### src/rtl/lr_pkg.sv
package lr_pkg;
    localparam int HOST = 0;
    localparam int CARD = 1;
    localparam int LANES = 2;

    typedef enum logic [3:0] {
        S_OFF,
        S_IDLE,
        S_HWAIT,
        S_HDRV,
        S_HBST,
        S_CWAIT,
        S_CDRV,
        S_CBST,
        S_CONF
    } lr_state_e;
endpackage

### src/rtl/lr_sync.sv
module lr_sync #(
    parameter int W      = 2,
    parameter int STAGES = 2
) (
    input  logic         clk,
    input  logic         rst_n,
    input  logic [W-1:0] d,
    output logic [W-1:0] q
);
    logic [W-1:0] stage [STAGES];

    genvar g;
    generate
        for (g = 0; g < STAGES; g++) begin : g_stage
            if (g == 0) begin : g_first
                always_ff @(posedge clk or negedge rst_n) begin
                    if (!rst_n) stage[g] <= '1;
                    else        stage[g] <= d;
                end
            end else begin : g_next
                always_ff @(posedge clk or negedge rst_n) begin
                    if (!rst_n) stage[g] <= '1;
                    else        stage[g] <= stage[g-1];
                end
            end
        end
    endgenerate

    assign q = stage[STAGES-1];
endmodule

### src/rtl/lr_fall_det.sv
module lr_fall_det #(
    parameter int W = 2
) (
    input  logic         clk,
    input  logic         rst_n,
    input  logic [W-1:0] lvl,
    output logic [W-1:0] fall
);
    logic [W-1:0] prev;

    always_ff @(posedge clk or negedge rst_n) begin
        if (!rst_n) prev <= '1;
        else        prev <= lvl;
    end

    assign fall = prev & ~lvl;
endmodule

### src/rtl/lr_timer.sv
module lr_timer #(
    parameter int TD_CYCLES = 5
) (
    input  logic clk,
    input  logic rst_n,
    input  logic clr,
    output logic done
);
    localparam int CW = $clog2(TD_CYCLES + 1);
    localparam logic [CW-1:0] LAST = CW'(TD_CYCLES - 1);

    logic [CW-1:0] cnt;

    always_ff @(posedge clk or negedge rst_n) begin
        if (!rst_n)         cnt <= '0;
        else if (clr)       cnt <= '0;
        else if (cnt != LAST) cnt <= cnt + 1'b1;
    end

    assign done = !clr && (cnt == LAST);
endmodule

### src/rtl/line_repeater.sv
module line_repeater
    import lr_pkg::*;
#(
    parameter int TD_CYCLES   = 5,
    parameter int SYNC_STAGES = 2
) (
    input  logic clk,
    input  logic rst_n,
    input  logic host_in,
    input  logic card_in,
    input  logic chip_sel,
    input  logic session_en,
    output logic host_drive_low,
    output logic card_drive_low,
    output logic host_boost,
    output logic card_boost
);
    logic [LANES-1:0] raw, lvl, fall;
    logic             both_high, td_done, td_clr;
    lr_state_e        state, nxt;

    assign raw[HOST] = host_in;
    assign raw[CARD] = card_in;

    lr_sync #(.W(LANES), .STAGES(SYNC_STAGES)) u_sync (
        .clk(clk), .rst_n(rst_n), .d(raw), .q(lvl)
    );

    lr_fall_det #(.W(LANES)) u_fall (
        .clk(clk), .rst_n(rst_n), .lvl(lvl), .fall(fall)
    );

    assign td_clr = !(state == S_HWAIT || state == S_CWAIT ||
                      state == S_HBST  || state == S_CBST);

    lr_timer #(.TD_CYCLES(TD_CYCLES)) u_timer (
        .clk(clk), .rst_n(rst_n), .clr(td_clr), .done(td_done)
    );

    assign both_high = &lvl;

    always_ff @(posedge clk or negedge rst_n) begin
        if (!rst_n) state <= S_OFF;
        else        state <= nxt;
    end

    always_comb begin
        nxt = state;
        unique case (state)
            S_OFF:   if (session_en) nxt = S_IDLE;
            S_IDLE: begin
                if (fall[CARD])                   nxt = S_CWAIT;
                else if (fall[HOST] && chip_sel)  nxt = S_HWAIT;
            end
            S_HWAIT: begin
                if (both_high)    nxt = S_IDLE;
                else if (td_done) nxt = S_HDRV;
            end
            S_HDRV:  if (lvl[HOST]) nxt = S_HBST;
            S_HBST:  if (td_done) nxt = both_high ? S_IDLE : S_CONF;
            S_CWAIT: begin
                if (both_high)    nxt = S_IDLE;
                else if (td_done) nxt = S_CDRV;
            end
            S_CDRV:  if (lvl[CARD]) nxt = S_CBST;
            S_CBST:  if (td_done) nxt = both_high ? S_IDLE : S_CONF;
            S_CONF:  if (both_high) nxt = S_IDLE;
            default: nxt = S_OFF;
        endcase
        if (!session_en) nxt = S_OFF;
    end

    always_comb begin
        card_drive_low = (state == S_OFF) || (state == S_HDRV);
        host_drive_low = (state == S_CDRV) && chip_sel;
        card_boost     = (state == S_HBST);
        host_boost     = (state == S_CBST) && chip_sel;
    end
endmodule

### config.mk
export PLATFORM = sky130hd
export DESIGN_NAME = line_repeater
export DESIGN_NICKNAME = d
export VERILOG_FILES = /design/src/rtl/lr_pkg.sv /design/src/rtl/lr_sync.sv /design/src/rtl/lr_fall_det.sv /design/src/rtl/lr_timer.sv /design/src/rtl/line_repeater.sv
export SDC_FILE = /design/constraint.sdc
export NUM_CORES = 1
export LEC_CHECK = 0
export BUFFER_PORTS_ARGS = -buffer_cell sky130_fd_sc_hd__clkbuf_2
export CAP_MARGIN = 20
export CORE_MARGIN = 2
export CORE_UTILIZATION = 59
export CTS_CLUSTER_DIAMETER = 80
export DETAILED_ROUTE_END_ITERATION = 6
export GPL_TIMING_DRIVEN = 0
export PLACE_DENSITY = 0.81
export RECOVER_POWER = 25
export SLEW_MARGIN = 20
export SYNTH_ARGS = -nofsm -noshare
export SYNTH_HDL_FRONTEND = slang
export SYNTH_SLANG_ARGS = --single-unit
### constraint.sdc
create_clock -name clk -period 2.5 [get_ports clk]
set_clock_uncertainty 0.2 [all_clocks]
set_input_delay 0.375 -clock clk [delete_from_list [all_inputs] [get_ports clk]]
set_output_delay 0.375 -clock clk [all_outputs]
set_load 0.02 [all_outputs]
Yosys cells after proc, flatten, opt, wreduce, memory -nomap -nowiden
Cells that the tools add are included.
- flip-flop bits (word level): 13
- output and inout port bits: 4
- logic and storage cells: 53
- add/subtract/negate cells: 1
- equal/unequal tests: 18
- mux-type cells: 15
- bitwise logic cells: 2
- reductions and logical operators: 12
- operators with widths (kind ; count):
    $mux 4 ; 12
    $pmux 4 s8 ; 1
    $eq 4x3->1 const B ; 4
    $ne 4x4->1 const B ; 3
    $ne 3x2->1 const B ; 3
    $eq 4x2->1 const B ; 2
    $reduce_and 7->1 ; 1
    $mux 3 ; 2
    $ne 3x3->1 const B ; 2
    $eq 4x1->1 const B ; 1
    $eq 4x4->1 const B ; 1
    $logic_and 1x1->1 ; 4
    $logic_not 4->1 ; 1
    $logic_or 1x1->1 ; 4
    $add 3x1->3 const B ; 1
    $eq 3x3->1 const B ; 1
    $and 2x2->2 ; 1
    $ne 2x1->1 const B ; 1
    $not 2->2 ; 1
    $reduce_and 2->1 ; 1
    $reduce_or 2->1 ; 1

Logic depth before layout (Yosys ltp)
Gate-level depths: netlist of the first run.
- word-level depth: 9
- depth in mapped cells: 6
- depth with buffers taken out: 6

Cells and area by module
From an unflattened synthesis of the first run, not the netlist that was laid out.
- cell total of the unflattened synthesis: 90
- area, all modules: 860.8 µm²
- modules (own cells, without submodules) (module ; instances ; cells each ; area an instance (µm²) ; seq. area each (µm²)):
    line_repeater ; 1 ; 62 ; 484.2 ; 100.1
    lr_timer ; 1 ; 18 ; 176.4 ; 75.1
    lr_sync ; 1 ; 6 ; 120.1 ; 105.1
    lr_fall_det ; 1 ; 4 ; 80.1 ; 52.6

Worst setup path after synthesis of the first run
Ideal clock, no wire load.
- kind: register -> output
- start: reg state[1]
- end: out card_drive_low
- data arrival time: 1.207 ns
- slack: 0.718 ns
- stages on the path, launching flop included: 4
- cell sequence: dfrtp_1 buf_2 xor2_1 nor3_1
- cells in the longest elaborated chain, start to end: 2
- ends and longest elaborated chain (what ; RTL line ; RTL):
    start: declaration ; line_repeater.sv:20 ; lr_state_e state, nxt;
    start signal: assignment ; line_repeater.sv:44 ; else state <= nxt;
    $eq 4x2->1 / $logic_not 4->1 (equally long branches) ; line_repeater.sv:74 ; card_drive_low = (state == S_OFF) || (state == S_HDRV);
    $logic_or 1x1->1 * ; line_repeater.sv:74 ;
    end: declaration ; line_repeater.sv:14 ; output logic card_drive_low,
Mark *: on every way between the ends. The rest lies on a longest branch, timed or not.

Worst setup path in the final report of the first run
- start: reg state[1]
- end: out host_boost
- cells in the longest elaborated chain, start to end: 2
- ends and longest elaborated chain (what ; RTL line ; RTL):
    $eq 4x3->1 ; line_repeater.sv:77 ; host_boost = (state == S_CBST) && chip_sel;
    $logic_and 1x1->1 ; line_repeater.sv:77 ;
    end: declaration ; line_repeater.sv:15 ; output logic host_boost,
Every way passes these cells.

==> results of run 1 <==
## worst max-delay path by stage
stage	startpoint	to	slack, ns	cells past startpoint
2_1_floorplan	state[1]	card_drive_low	0.72	3
3_3_place_gp	u_sync.q[1]	state[2]	0.62	5
3_5_place_dp	u_sync.q[1]	state[2]	0.59	5
4_1_cts	state[1]	host_boost	0.40	4
5_1_grt	state[3]	host_boost	0.25	5
6_report	state[1]	host_boost	0.36	4
## registers in the layout, summed over array words and instances, names as in the netlist
name,cells
state,4
u_fall.prev,2
u_sync.q,2
u_sync.stage,2
u_timer.cnt,3
## cell usage after synthesis (4+ instances only)
cell type | number | area share [%]
sky130_fd_sc_hd__nand2_1 | 9 | 4.1
sky130_fd_sc_hd__dfrtp_1 | 7 | 21
sky130_fd_sc_hd__buf_2 | 6 | 3.6
sky130_fd_sc_hd__dfstp_2 | 6 | 19
sky130_fd_sc_hd__nor2_1 | 6 | 2.7
sky130_fd_sc_hd__nand2b_1 | 5 | 3.8
sky130_fd_sc_hd__inv_1 | 4 | 1.8
sky130_fd_sc_hd__nand3_1 | 4 | 2.4
sky130_fd_sc_hd__nor3_1 | 4 | 2.4
## logic make-up (layout without fill, tap and decap cells)
| kind of cell | after synthesis | after routing |
|---|---|---|
| XOR/XNOR | 4 | 4 |
| flip-flops | 13 | 13 |
| buffers and inverters | 11 | 27 |
| adder cells (fa/ha/maj) | 2 | 2 |
| AO/OA/AOI/OAI | 18 | 18 |
| multiplexers | 3 | 3 |
| AND/OR/NAND/NOR | 40 | 40 |
## metrics by stage
stage / setup WS [ns] / util, %
2_1_floorplan: 0.718 / -
3_5_place_dp: 0.593 / 68.1
6_report: 0.360 / 72.4
3_3_place_gp: 0.619 / 68.1
5_1_grt: 0.253 / 72.4
4_1_cts: 0.396 / 72.5
## per-layer routing
metal | GRT usage [%] | up-vias | part of all wire [%]
li1 | - | 359 | -
met5 | 0 | - | 0
met4 | 16.1 | 0 | 3.9
met2 | 34.1 | 35 | 47
met1 | 30.0 | 359 | 43
met3 | 3.91 | 9 | 6.3
## power breakdown
group	internal, W	switching (W)
Sequential	0.000243	0.0000327
Clock	0.0000594	0.0000698
Combinational	0.000167	0.000244
Total	0.000470	0.000347
## what timing repair did
action | in CTS | in global routing
resized for setup | 0 | 0
hold buffers | 3 | 0
endpoints found under the hold margin | 9 | 0
## cell type report
type	count	area (µm²)	area share [%]
Clock buffer	3	22.5	2.36
Inverter	4	15.0	1.57
Timing Repair Buffer	12	73.8	7.74
Multi-Input combinational cell	67	448	47.0
Tap cell	15	18.8	1.97
Clock inverter	1	5.00	0.525
Buffer	7	37.5	3.94
Sequential cell	13	333	34.9
## critical path: stages (launching register included)
cell	delay (ns)
sky130_fd_sc_hd__dfrtp_1	0.48
sky130_fd_sc_hd__buf_2	0.27
sky130_fd_sc_hd__inv_1	0.14
sky130_fd_sc_hd__nor3_1	0.20
sky130_fd_sc_hd__clkbuf_2	0.19
==> results.cfg, run 1 <==
[global_route]
grt_antenna_before_repair = 0
grt_pass1_wl_um = 3030
globalRouteTotalUtil_pct = 22.9
grt_start_max_net_pins = 14
number_of_global_route_vias_before_repair = 701
grt_overflow = 0

[worst_hold_path]
hp-start = u_sync.stage[3]
number_of_instances_on_the_worst_hold_path = 0
hold_path_end = u_sync.q[1]
worstHoldPathType = flop to flop

[logic_synthesis]
synth.yosys.seq_area_share_pct = 39.9
synth_top_family_by_area = simple AND/OR/NAND/NOR gates
synthMuxAreaShare_pct = 3.60
synth-compound-area-share_pct = 15.5
synthSimpleGateAreaFrac_pct = 27.5
syn-num-nets = 99
syn-instance-count = 91
synth-seq-cells = 13
number_of_flops_mapped_to_enable_cells_by_yosys = 0
synth_flop_cell = sky130_fd_sc_hd__dfrtp_1
synth_area_um2 = 833
post_synth_fa_ha_maj_area_fraction_pct = 3.00
yosys_warnings = 0
ys_async_sr_fraction_pct = 100
synth.avg_cell_area_um2 = 9.16
synth-xor-area-share_pct = 4.20
synth.distinct_cells = 31

[setup_path]
critPathKind = flop to primary output
timing.critical_path.required_ns = 1.92
timing.critical_path.fanout_max = 10
worst_reg_to_reg_cells = 5
worstPathArrival_ns = 1.57
worst-r2r-setup-slack_ns = 0.55
reg2reg_from = u_sync.q[1]
worstSetupEndpointType = primary output
worstReg2RegEnd = state[2]
worstSetupStartpointType = flop

[routing]
first_iter_violations = 21
final_antenna_net_count = 0
detail_route.wirelength_um = 1850
drt_pre_antenna_iters = 4
drc = 0
vias_per_cell = 6.25
num_vias = 762
routed_wire_length_per_instance_um = 15.2

[final_layout]
final_cell_area_um2 = 953
antenna_cells = 0
fillers = 122
most-common-layout-cells = sky130_fd_sc_hd__nand2_1, sky130_fd_sc_hd__clkbuf_2, sky130_fd_sc_hd__dfrtp_1
post_route_cells_drive_above_1_share_pct = 24.3
most_common_cell_after_layout_fill_and_taps_aside = sky130_fd_sc_hd__nand2_1
synthToLayoutAreaGrowth_pct = 14.4
fin_cells = 122
nNetsFinal = 116

[pwr]
tot_pwr_w = 0.000816
power_density_normalized_to_cell_area_mw_per_mm2 = 856
power.leakage_nw = 0.393
vdd_ir_drop_max_mv = 0.442

[status]
run_status = completed

[floorplanning]
boundaryPins = 10
core.rowCount = 13
die_w_um = 41.6
die-area_mm2 = 0.00173
die_h_um = 41.6
initial_core_util_pct = 63.2
fp.coreArea_mm2 = 0.00132

[placed_design]
dp_hpwl_um = 1300
final_weighted_congestion_of_routability_driven_global_placement = 0.897
placement.io_buffers = 9
numPlacedInstances = 115
dpl-instance-area_um2 = 897

[cts]
cts_tree = yes
tritoncts.num_buffers = 3
cts_max_level = 1
insertion_delay_ns = 0.28
postCtsSetupBuffers = 0
cts.clk_slew.worst_paths_ns = 0.08
total_clock_sinks = 13
clk_path_buf_depth = 2
clk_root_buffer_cell = sky130_fd_sc_hd__clkbuf_4

[timing]
hold-worst-slack_ns = 0.163
post-route-period-util_pct = 85.6
fmax_mhz = 467
slew_violations = 0
report.final.setup_viol = 0
period_minus_slack_ns = 2.14
worst_slew_pin_slew_ns = 0.680
finalHoldViolations = 0
rsz0062_at_grt = no
slew_headroom_pct = 54.7
setup_tns_ns = 0

[job]
max-cap-violations = 0
Power figures use the tool's default switching activity.
==> run 2: changes to the inputs <==
--- a/config.mk
+++ b/config.mk
@@ -8,11 +8,10 @@
 export BUFFER_PORTS_ARGS = -buffer_cell sky130_fd_sc_hd__clkbuf_2
 export CAP_MARGIN = 20
 export CORE_MARGIN = 2
-export CORE_UTILIZATION = 59
+export CORE_UTILIZATION = 55
 export CTS_CLUSTER_DIAMETER = 80
 export DETAILED_ROUTE_END_ITERATION = 6
-export GPL_TIMING_DRIVEN = 0
-export PLACE_DENSITY = 0.81
+export PLACE_DENSITY = 0.76
 export RECOVER_POWER = 25
 export SLEW_MARGIN = 20
 export SYNTH_ARGS = -nofsm -noshare
==> constraint.sdc (replaced) <==
create_clock -name clk -period 2 [get_ports clk]
set_clock_uncertainty 0.2 [all_clocks]
set_input_delay 0.3 -clock clk [delete_from_list [all_inputs] [get_ports clk]]
set_output_delay 0.3 -clock clk [all_outputs]
set_load 0.02 [all_outputs]
==> run 2 against run 1 <==
Compared with the run above:
- via count is 3.8% lower
- largest cell class unchanged
- count of clock-buffer cells in the layout up 1
- highest routed layer unchanged
- first-iteration DRC count rose by 38%
- power increased by 24%
- critical path type unchanged
- register-to-register slack worse by 0.36 ns
- worst hold slack worse by 0.016 ns
- critical path depth is the same
==> results.cfg, run 2 (same netlist as run 1, synthesis figures left out) <==
[cts]
cts_max_level = 1
clk_root_buffer_cell = sky130_fd_sc_hd__clkbuf_4
postCtsSetupBuffers = 0
cts_tree = yes
cts.clk_slew.worst_paths_ns = 0.08
insertion_delay_ns = 0.27
clk_path_buf_depth = 2
tritoncts.num_buffers = 3
total_clock_sinks = 13

[worst_hold_path]
worstHoldPathType = input port to flop
number_of_instances_on_the_worst_hold_path = 3

[pwr]
tot_pwr_w = 0.00101
power_density_normalized_to_cell_area_mw_per_mm2 = 1050
vdd_ir_drop_max_mv = 0.696
power.leakage_nw = 0.383

[routing]
final_antenna_net_count = 0
vias_per_cell = 6.01
first_iter_violations = 29
detail_route.wirelength_um = 1750
num_vias = 733
routed_wire_length_per_instance_um = 14.4
drc = 0
drt_pre_antenna_iters = 5

[floorplanning]
boundaryPins = 10
core.rowCount = 14
fp.coreArea_mm2 = 0.00145
die-area_mm2 = 0.00184
initial_core_util_pct = 57.3
die_h_um = 42.9
die_w_um = 42.9

[final_layout]
nNetsFinal = 115
antenna_cells = 0
synthToLayoutAreaGrowth_pct = 15.8
most-common-layout-cells = sky130_fd_sc_hd__nand2_1, sky130_fd_sc_hd__clkbuf_2, sky130_fd_sc_hd__nor2_1, sky130_fd_sc_hd__buf_4, sky130_fd_sc_hd__dfstp_2
largest_register = state
most_common_cell_after_layout_fill_and_taps_aside = sky130_fd_sc_hd__nand2_1
seqCellArea_um2 = 337
multi_input_gate_area_um2 = 448
final_cell_area_um2 = 965
reg_top3 = state (4), u_timer.cnt (3)
max_reg_flops = 4
post_route_cells_drive_above_1_share_pct = 27.4
fillers = 135

[status]
run_status = completed

[setup_path]
worstSetupEndpointType = primary output
slowest_stage = sky130_fd_sc_hd__dfrtp_2
worst_reg_to_reg_cells = 6
worst-r2r-setup-slack_ns = 0.19
cpPeakStageDelay_ns = 0.48
timing.critical_path.fanout_max = 10
crit_chain = buf_4, nand2b_1, nor3_1, clkbuf_2
critical_path.n_buffers_inverters = 2
critPathTopFamily = flip-flops
cp.depth = 4
worstPathArrival_ns = 1.39
critPathKind = flop to primary output
worstSetupStartpointType = flop
timing.critical_path.required_ns = 1.50

[global_route]
grt_start_max_net_pins = 16
globalRouteTotalUtil_pct = 22.8
grt_antenna_before_repair = 0
grt_overflow = 0
number_of_global_route_vias_before_repair = 688
grt_pass1_wl_um = 3080

[placed_design]
dpl-instance-area_um2 = 906
final_weighted_congestion_of_routability_driven_global_placement = 0.892
dp_hpwl_um = 1220
placement.io_buffers = 9

[timing]
post-route-period-util_pct = 94.7
rsz0062_at_grt = no
hold-worst-slack_ns = 0.147
period_minus_slack_ns = 1.89
slew_headroom_pct = 55.8
fmax_mhz = 528
setup_tns_ns = 0
worst_slew_pin_slew_ns = 0.663
finalHoldViolations = 0
slew_violations = 0
report.final.setup_viol = 0

[job]
max-cap-violations = 0
run 2: cell types whose count changed in the layout (fill, tap and decap cells not counted), sizes merged:
cell	previous run	this run
clkinv	1	0
clkbuf	12	13
buf	7	6
run 2: final timing paths:
path                                 startpoint             end
worst max-delay path                   state[3]      card_boost
worst min-delay path                 session_en        state[0]
worst max register to register   u_timer.cnt[0]        state[1]
worst min register to register  u_sync.stage[2]     u_sync.q[0]
max in group asynchronous                 rst_n        state[2]
min in group asynchronous                 rst_n  u_timer.cnt[2]
run 2: area by class of cell:
cell class | count | area share (%)
multi-input combinational | 67 | 46.4
sequential | 13 | 34.9
timing repair buffer | 18 | 12.3
clock buffer | 4 | 2.72
tap | 16 | 2.08
inverter | 4 | 1.56
run 2: worst register-to-register path, stage by stage, from the launching register on:
cell and delay (ns):
sky130_fd_sc_hd__dfrtp_1 0.41, sky130_fd_sc_hd__inv_1 0.07, sky130_fd_sc_hd__ha_1 0.18, sky130_fd_sc_hd__nand2_1 0.13, sky130_fd_sc_hd__o2111ai_1 0.32, sky130_fd_sc_hd__nand4_1 0.22
sky130_fd_sc_hd__mux2i_1 0.16
run 2: what timing repair did:
| action | 4_1_cts | 5_1_grt |
|---|---|---|
| hold buffers | 3 | 0 |
| endpoints found under the setup margin | 0 | 4 |
| gates resized for setup | 0 | 3 |
| endpoints found under the hold margin | 15 | 0 |
run 2: routing by layer:
| metal | vias to the layer above | global-route usage [%] | routed length, µm |
|---|---|---|---|
| li1 | 358 | - | - |
| met1 | 339 | 28.9 | 816 |
| met2 | 30 | 37.0 | 812 |
| met3 | 6 | 6.81 | 92 |
| met4 | 0 | 7.50 | 30 |
| met5 | - | 0 | 0 |
run 2: stage by stage:
step           setup slack, ns  util [%]  cells
6_report                 0.106      66.4    122
5_1_grt                 0.0349      66.4    122
4_1_cts                 0.0169      66.2    122
3_5_place_dp             0.189      62.3    115
3_3_place_gp             0.209      62.3    115
2_1_floorplan            0.293         -     91
run 2: report_power, final:
group | leakage [nW] | switching [W] | internal (W) | total [W]
Sequential | 0.154 | 0.0000936 | 0.000308 | 0.000401
Combinational | 0.215 | 0.000242 | 0.000213 | 0.000455
Clock | 0.0150 | 0.0000782 | 0.0000773 | 0.000155
Total | 0.383 | 0.000414 | 0.000598 | 0.00101
